$ cat config.mk
export PLATFORM = sky130hd
export DESIGN_NAME = cfgCmdUnit
export DESIGN_NICKNAME = d
export VERILOG_FILES = /design/src/rtl/cfgCmdPkg.sv /design/src/rtl/cfgCmdCtrl.sv /design/src/rtl/cfgCmdDatapath.sv /design/src/rtl/cfgCmdUnit.sv
export SDC_FILE = /design/constraint.sdc
export NUM_CORES = 1
export LEC_CHECK = 0
export BUFFER_PORTS_ARGS = -buffer_cell sky130_fd_sc_hd__buf_4
export CAP_MARGIN = 20
export CORE_MARGIN = 10
export CORE_UTILIZATION = 53
export DETAILED_ROUTE_END_ITERATION = 8
export PLACE_DENSITY = 0.79
export SLEW_MARGIN = 40
export SYNTH_ARGS = -nofsm -noshare
export SYNTH_HDL_FRONTEND = slang
export SYNTH_SLANG_ARGS = --single-unit
$ cat constraint.sdc
create_clock -name clk -period 1.85 [get_ports clk]
set_input_delay 0.0925 -clock clk [delete_from_list [all_inputs] [get_ports clk]]
set_output_delay 0.0925 -clock clk [all_outputs]
set_load 0.02 [all_outputs]
$ cat src/rtl/cfgCmdPkg.sv
package cfgCmdPkg;
  typedef enum logic [1:0] {
    SEL_NONE = 2'd0,
    SEL_DATA = 2'd1,
    SEL_CTRL = 2'd2,
    SEL_STAT = 2'd3
  } rdSel_e;

  typedef struct packed {
    logic   wrData;
    logic   wrCtrl;
    logic   wrStat;
    rdSel_e rdSel;
  } cmdStrobe_t;
endpackage

$ cat src/rtl/cfgCmdCtrl.sv
module cfgCmdCtrl
  import cfgCmdPkg::*;
#(
  parameter int ADDR_W = 12,
  parameter logic [ADDR_W-1:0] OFF_DATA = 'h0A0,
  parameter logic [ADDR_W-1:0] OFF_CTRL = 'h0A4,
  parameter logic [ADDR_W-1:0] OFF_STAT = 'h0A8,
  parameter bit UNIT_ON = 1'b1
) (
  input  logic              clk,
  input  logic              rst,
  input  logic              wrEn,
  input  logic              rdEn,
  input  logic [ADDR_W-1:0] addr,
  output cmdStrobe_t        strobe,
  output logic              badAccess
);
  logic hitData, hitCtrl, hitStat, served;

  always_comb begin
    hitData = UNIT_ON && (addr == OFF_DATA);
    hitCtrl = UNIT_ON && (addr == OFF_CTRL);
    hitStat = UNIT_ON && (addr == OFF_STAT);
    served  = hitData || hitCtrl || hitStat;

    strobe.wrData = wrEn && hitData;
    strobe.wrCtrl = wrEn && hitCtrl;
    strobe.wrStat = wrEn && hitStat;
    if (rdEn && hitData)      strobe.rdSel = SEL_DATA;
    else if (rdEn && hitCtrl) strobe.rdSel = SEL_CTRL;
    else if (rdEn && hitStat) strobe.rdSel = SEL_STAT;
    else                      strobe.rdSel = SEL_NONE;
  end

  always_ff @(posedge clk) begin
    if (rst) badAccess <= 1'b0;
    else     badAccess <= (wrEn || rdEn) && !served;
  end
endmodule

$ cat src/rtl/cfgCmdDatapath.sv
module cfgCmdDatapath
  import cfgCmdPkg::*;
#(
  parameter int DATA_W = 32,
  parameter logic [DATA_W-1:0] SHUT_CODE   = 'hC080_0000,
  parameter logic [DATA_W-1:0] REBOOT_CODE = 'hC090_0000
) (
  input  logic              clk,
  input  logic              rst,
  input  cmdStrobe_t        strobe,
  input  logic [DATA_W-1:0] wrData,
  output logic [DATA_W-1:0] rdData,
  output logic              shutdownReq,
  output logic              rebootReq
);
  localparam logic [DATA_W-1:0] FIELD_MASK = DATA_W'(32'h000C_0000);
  localparam logic [DATA_W-1:0] START_BIT  = DATA_W'(1) << (DATA_W - 1);

  logic [DATA_W-1:0] dataReg, ctrlReg, ctrlMasked;
  logic [1:0]        statReg;
  logic              isShut, isReboot;

  always_comb begin
    ctrlMasked = wrData & ~FIELD_MASK;
    isShut     = (ctrlMasked == SHUT_CODE);
    isReboot   = (ctrlMasked == REBOOT_CODE);
  end

  always_ff @(posedge clk) begin
    if (rst) begin
      dataReg     <= '0;
      ctrlReg     <= '0;
      statReg     <= 2'b00;
      shutdownReq <= 1'b0;
      rebootReq   <= 1'b0;
      rdData      <= '0;
    end else begin
      shutdownReq <= strobe.wrCtrl && isShut;
      rebootReq   <= strobe.wrCtrl && isReboot;
      if (strobe.wrData) dataReg <= wrData;
      if (strobe.wrCtrl) begin
        ctrlReg <= ctrlMasked & ~START_BIT;
        statReg <= {!(isShut || isReboot), 1'b1};
      end else if (strobe.wrStat) begin
        statReg <= wrData[1:0];
      end
      case (strobe.rdSel)
        SEL_DATA: rdData <= dataReg;
        SEL_CTRL: rdData <= ctrlReg;
        SEL_STAT: rdData <= {{(DATA_W-2){1'b0}}, statReg};
        default:  rdData <= '0;
      endcase
    end
  end
endmodule

$ cat src/rtl/cfgCmdUnit.sv
module cfgCmdUnit
  import cfgCmdPkg::*;
#(
  parameter int ADDR_W = 12,
  parameter int DATA_W = 32,
  parameter logic [11:0] BOARD_TYPE  = 12'h190,
  parameter logic [11:0] ACTIVE_TYPE = 12'h190
) (
  input  logic              clk,
  input  logic              rst,
  input  logic              wrEn,
  input  logic              rdEn,
  input  logic [ADDR_W-1:0] addr,
  input  logic [DATA_W-1:0] wrData,
  output logic [DATA_W-1:0] rdData,
  output logic              shutdownReq,
  output logic              rebootReq,
  output logic              badAccess
);
  localparam bit UNIT_ON = (BOARD_TYPE == ACTIVE_TYPE);

  cmdStrobe_t strobe;
  logic       unitOn;
  assign unitOn = UNIT_ON;

  cfgCmdCtrl #(
    .ADDR_W  (ADDR_W),
    .UNIT_ON (UNIT_ON)
  ) uCtrl (
    .clk       (clk),
    .rst       (rst),
    .wrEn      (wrEn),
    .rdEn      (rdEn),
    .addr      (addr),
    .strobe    (strobe),
    .badAccess (badAccess)
  );

  cfgCmdDatapath #(
    .DATA_W (DATA_W)
  ) uDp (
    .clk         (clk),
    .rst         (rst),
    .strobe      (strobe),
    .wrData      (wrData),
    .rdData      (rdData),
    .shutdownReq (shutdownReq),
    .rebootReq   (rebootReq)
  );
endmodule

# --- Yosys cells after proc, flatten, opt, wreduce, memory -nomap -nowiden ---
# Cells that the tools add are included.
# Widths: inputs -> output; s select.
totals:
  register_bits: 98
  inputBits: 48
  output_inout_bits: 35
classes:
  n_eq_ne: 8
  mux: 6
  reduce_logical: 16
ops:
  columns: ["op", "n"]
  rows:
  - ["$pmux 32 s3", 1]
  - ["$eq 30x30->1 const B", 2]
  - ["$eq 12x8->1 const B", 3]
  - ["$mux 2", 5]
  - ["$logic_and 1x1->1", 9]
  - ["$eq 2x2->1 const B", 2]
  - ["$logic_or 1x1->1", 4]
  - ["$eq 2x1->1 const B", 1]
  - ["$logic_not 1->1", 2]
  - ["$reduce_bool 2->1", 1]

# --- Logic depth before layout (Yosys ltp) ---
depth:
  ltp_word: 7
  depth_mapped: 7
  ltp_nobuf: 4

# --- By module ---
# Synthesis repeated with hierarchy kept, for this count alone.
unflattened:
  cells_unflattened: 339
  area_unflattened_um2: 3532.1
modules_own_cells:
  columns: ["module", "n_inst", "cells_each", "area_each_um2"]
  rows:
  - ["cfgCmdDatapath", 1, 326, 3409.5]
  - ["cfgCmdCtrl", 1, 13, 122.6]

# --- Worst setup path after synthesis ---
# No wires, ideal clock.
synth_path:
  path_kind: "input to register"
  startpoint: "input port addr[4]"
  endpoint: "register uDp.rebootReq"
  setup_time_ns: 0.060
  t_arrival_ns: 1.275
  t_required_ns: 1.790
  slack_ns: 0.515
  cell_stages: 3
  cell_sequence: "or4b_1 or4_1 and4bb_2"
synth_via:
  elab_chain_len: 3
synth_rtl:
  columns: ["element", "line", "text"]
  rows:
  - ["start, declared", "cfgCmdUnit.sv:13", "input logic [ADDR_W-1:0] addr,"]
  - ["$eq 12x8->1", "cfgCmdCtrl.sv:22", "hitCtrl = UNIT_ON && (addr == OFF_CTRL);"]
  - ["$logic_and 1x1->1", "cfgCmdCtrl.sv:27", "strobe.wrCtrl = wrEn && hitCtrl;"]
  - ["$logic_and 1x1->1", "cfgCmdDatapath.sv:39", "rebootReq <= strobe.wrCtrl && isReboot;"]
  - ["end signal, assigned", "cfgCmdDatapath.sv:39", null]
  - ["end, declared", "cfgCmdDatapath.sv:14", "output logic rebootReq"]
# No other way between the ends.
# A chain may end at the register's enable or synchronous reset.

# --- Worst setup path in the final report ---
layout_path:
  startpoint: "input port wrData[6]"
  endpoint: "register uDp.shutdownReq"
layout_via:
  elab_chain_len: 2
layout_rtl:
  columns: ["element", "line", "text"]
  rows:
  - ["start, declared", "cfgCmdUnit.sv:14", "input logic [DATA_W-1:0] wrData,"]
  - ["$eq 30x30->1", "cfgCmdDatapath.sv:25", "isShut = (ctrlMasked == SHUT_CODE);"]
  - ["$logic_and 1x1->1", "cfgCmdDatapath.sv:38", "shutdownReq <= strobe.wrCtrl && isShut;"]
  - ["end signal, assigned", "cfgCmdDatapath.sv:38", null]
  - ["end, declared", "cfgCmdDatapath.sv:13", "output logic shutdownReq,"]
# No other way between the ends.

==> results.tsv <==
metric	value	unit
multi-input combinational cell area	1610	um2
Total Wirelength	9955	um
CP arrival	1.79	ns
Max Cap Viol	0	
Mapped Area	3750	um2
WHS	0.002568	ns
Worst Reg-to-Reg Cells	4	
post-placement setup slack	0.2659	ns
htree depth	3	
Vias/cell	5.545	
post-CTS setup buffers	0	
GPL Wtd Cong	0.8207	
FP Rows	30	
clk_skew	0.007689	ns
initial antenna violation count	0	
initial drt markers	192	
Sw Share	0.2171	
VDD IR-drop max	0.0005480	V
Worst R2R Start	uDp.statReg[1]$_SDFFE_PP0P_	
CTS sink cnt	98	
Die Footprint	10840	um2
vias in the first global route	3279	
Num CTS Buffers	9	
syn avg cell area	8.700	um2
Final WS setup	0.3273	ns
Final Cycle Share	0.8231	
YS warnings	0	
worst setup path endpoint	uDp.shutdownReq$_SDFF_PP0_	
Max Fclk	0.6567	GHz
Setup Viol. Count Final	0	
type of origin of the critical path	primary input	
Port Buf Inserts	82	
fraction of layout cells with a size suffix above 1	0.2207	
min-delay src	wrData[1]	
Worst-Margin Slew	0.6827	ns
Layout area overhead	27.86	%
min Tclk post-route	1.523	ns
hpwl dp	6461	um
outcome	complete, no violations	
P_int	3.033	mW
Starting Density	0.5489	
Reg-to-Reg End	uDp.statReg[1]$_SDFFE_PP0P_	
Gate power share	0.065	
Post-Syn Nets	479	
Slew Viols, Final	0	
number of synthesized flops with an enable pin	0	
first-pass GRT wire length	15690	um
Hold WC Path Type	in -> reg	
Clock Pin Slew Worst Setup and Hold Paths	0.09	ns
largest net degree at the start of global routing	67	
diode count	0	
Total GRT Usage	0.1705	
Avg WL per Cell	16.13	um
grt total ovfl	0	
Final Hold Violating Endpoints	0	
kind of critical path	in -> reg	
Clock power frac	0.390	
Clock Path Buffers	2	
vias post-DR	3421	
CP Max Fanout	3	
Post-DRT Antenna Nets	0	
Worst Path Required	2.11	ns
drt first pass iters	5	
critical path startpoint	wrData[6]	
Die W	104.1	um
cells after synthesis	431	
Top FF cell, synth	dfxtp_1	
number of synthesized register bits	98	
FF/Latch Area	1962	um2
Nets	564	
Distinct cells, synth	36	
Seq/Total Area, Yosys	0.5232	
setup TNS	0	ns
CTS tree	done	
Core Util, Final	0.7018	
Worst-Skew Late Latency	0.36	ns
Worst setup EP type	flip-flop	
FF-to-FF setup slack	1.03	ns
switching pwr	840.8	uW
RSZ-0062 raised after global routing	no	
sequential power share	0.545	
ys async rst share	0	
Core ar.	6832	um2
io pins	83	
Worst slew margin	0.5448	
Leakage	1.805	nW
Root Driver	clkbuf_8	
drt drc	0	
P per Cell Area	807.9	nW/um2
fillers	552	
die height	104.1	um
-- critical path: stages --
cell and delay, ns:
dlygate4sd3_1 0.54, buf_4 0.15, nor4_1 0.33, nand4_1 0.23, nor2_1 0.22, nor4b_1 0.23
-- how the worst min path moves through the flow --
stage	depth (start not counted)	end	slack (ns)
finish	3	uDp.ctrlReg[1]$_SDFFE_PP0P_	0.003
global placement	2	uDp.shutdownReq$_SDFF_PP0_	0.29
global route	3	uDp.ctrlReg[8]$_SDFFE_PP0P_	0.002
detailed placement	2	uDp.shutdownReq$_SDFF_PP0_	0.29
CTS	3	uDp.ctrlReg[15]$_SDFFE_PP0P_	0.0005
floorplan	1	uDp.shutdownReq$_SDFF_PP0_	0.17
-- power by group through the flow --
stage / clock network, mW / logic, mW / registers, mW
finish: 1.51 / 0.253 / 2.11
global route: 1.61 / 0.269 / 2.11
CTS: 1.52 / 0.250 / 2.11
detailed placement: 0 / 0.228 / 2.16
global placement: 0 / 0.226 / 2.16
floorplan: 0 / 0.0971 / 2.16
-- placed cells by master (no fill, tap or decap), drive strengths merged, types with 2 or more instances in the layout --
cell	Yosys	routed
or2	2	2
nand4	5	5
and2	3	3
a21oi	65	65
bufinv	0	2
o21ai	35	35
buf	13	96
and4	2	2
mux2i	29	29
inv	2	3
nor2	38	38
and4bb	2	2
clkbuf	22	12
nor4b	2	2
nand2	61	61
nor4	6	6
nand3	32	32
dlygate4sd3	0	13
dfxtp	98	98
nor2b	2	2
-- cells by family (layout without fill, tap and decap cells) --
family / Yosys count / count (layout) / synth area share
AND/OR/NAND/NOR: 161 / 161 / 0.2052
flip-flops: 98 / 98 / 0.5232
multiplexers: 29 / 29 / 0.07741
AO/OA/AOI/OAI: 105 / 105 / 0.1438
XOR/XNOR: 1 / 1 / 0.002336
buffers and inverters: 37 / 127 / 0.04805
-- synth_stat cells, types with 3 or more instances --
| master | number | area [um2] |
|---|---|---|
| a21oi_1 | 65 | 325.3 |
| and2_1 | 3 | 18.77 |
| buf_2 | 11 | 55.05 |
| clkbuf_1 | 20 | 75.07 |
| dfxtp_1 | 98 | 1962 |
| mux2i_1 | 29 | 290.3 |
| nand2_1 | 61 | 229.0 |
| nand3_1 | 32 | 160.2 |
| nand4_1 | 5 | 31.28 |
| nor2_1 | 38 | 142.6 |
| nor4_1 | 5 | 31.28 |
| o21ai_0 | 35 | 175.2 |
-- stage by stage --
| stage | total power, mW | std cells | area [um2] |
|---|---|---|---|
| after global routing | 3.990 | 617 | 4795 |
| after CTS | 3.878 | 617 | 4795 |
| after global placement | 2.385 | 588 | 4446 |
| final | 3.873 | 617 | 4795 |
| after detailed placement | 2.387 | 588 | 4446 |
| after floorplan | 2.258 | 431 | 3750 |
-- final cells by class --
class / count / share of cell area
Multi-Input combinational cell: 296 / 0.3359
Inverter: 2 / 0.001566
Sequential cell: 98 / 0.4092
Clock buffer: 12 / 0.03027
Timing Repair Buffer: 109 / 0.1827
Tap cell: 96 / 0.02505
Clock inverter: 4 / 0.01540
-- state kept, by name, summed over array words and instances (netlist names) --
name,count
uCtrl.badAccess,1
uDp.ctrlReg,29
uDp.dataReg,32
uDp.rdData,32
uDp.rebootReq,1
uDp.shutdownReq,1
uDp.statReg,2
-- repair_timing --
item                      in CTS  in global routing
gates resized for setup        0                  0
hold buffers                  13                  0
hold endpoints to repair      15                  0
-- metal layers --
metal  vias to the layer above  global-route usage  wire length [um]
li1                       1650                   -                 -
met1                      1643              0.2019              4169
met2                       119              0.2941              5081
met3                         9             0.04585               599
met4                         0             0.04871               104
met5                         -                   0                 0
Note: power is estimated with default switching activity, not from simulation.
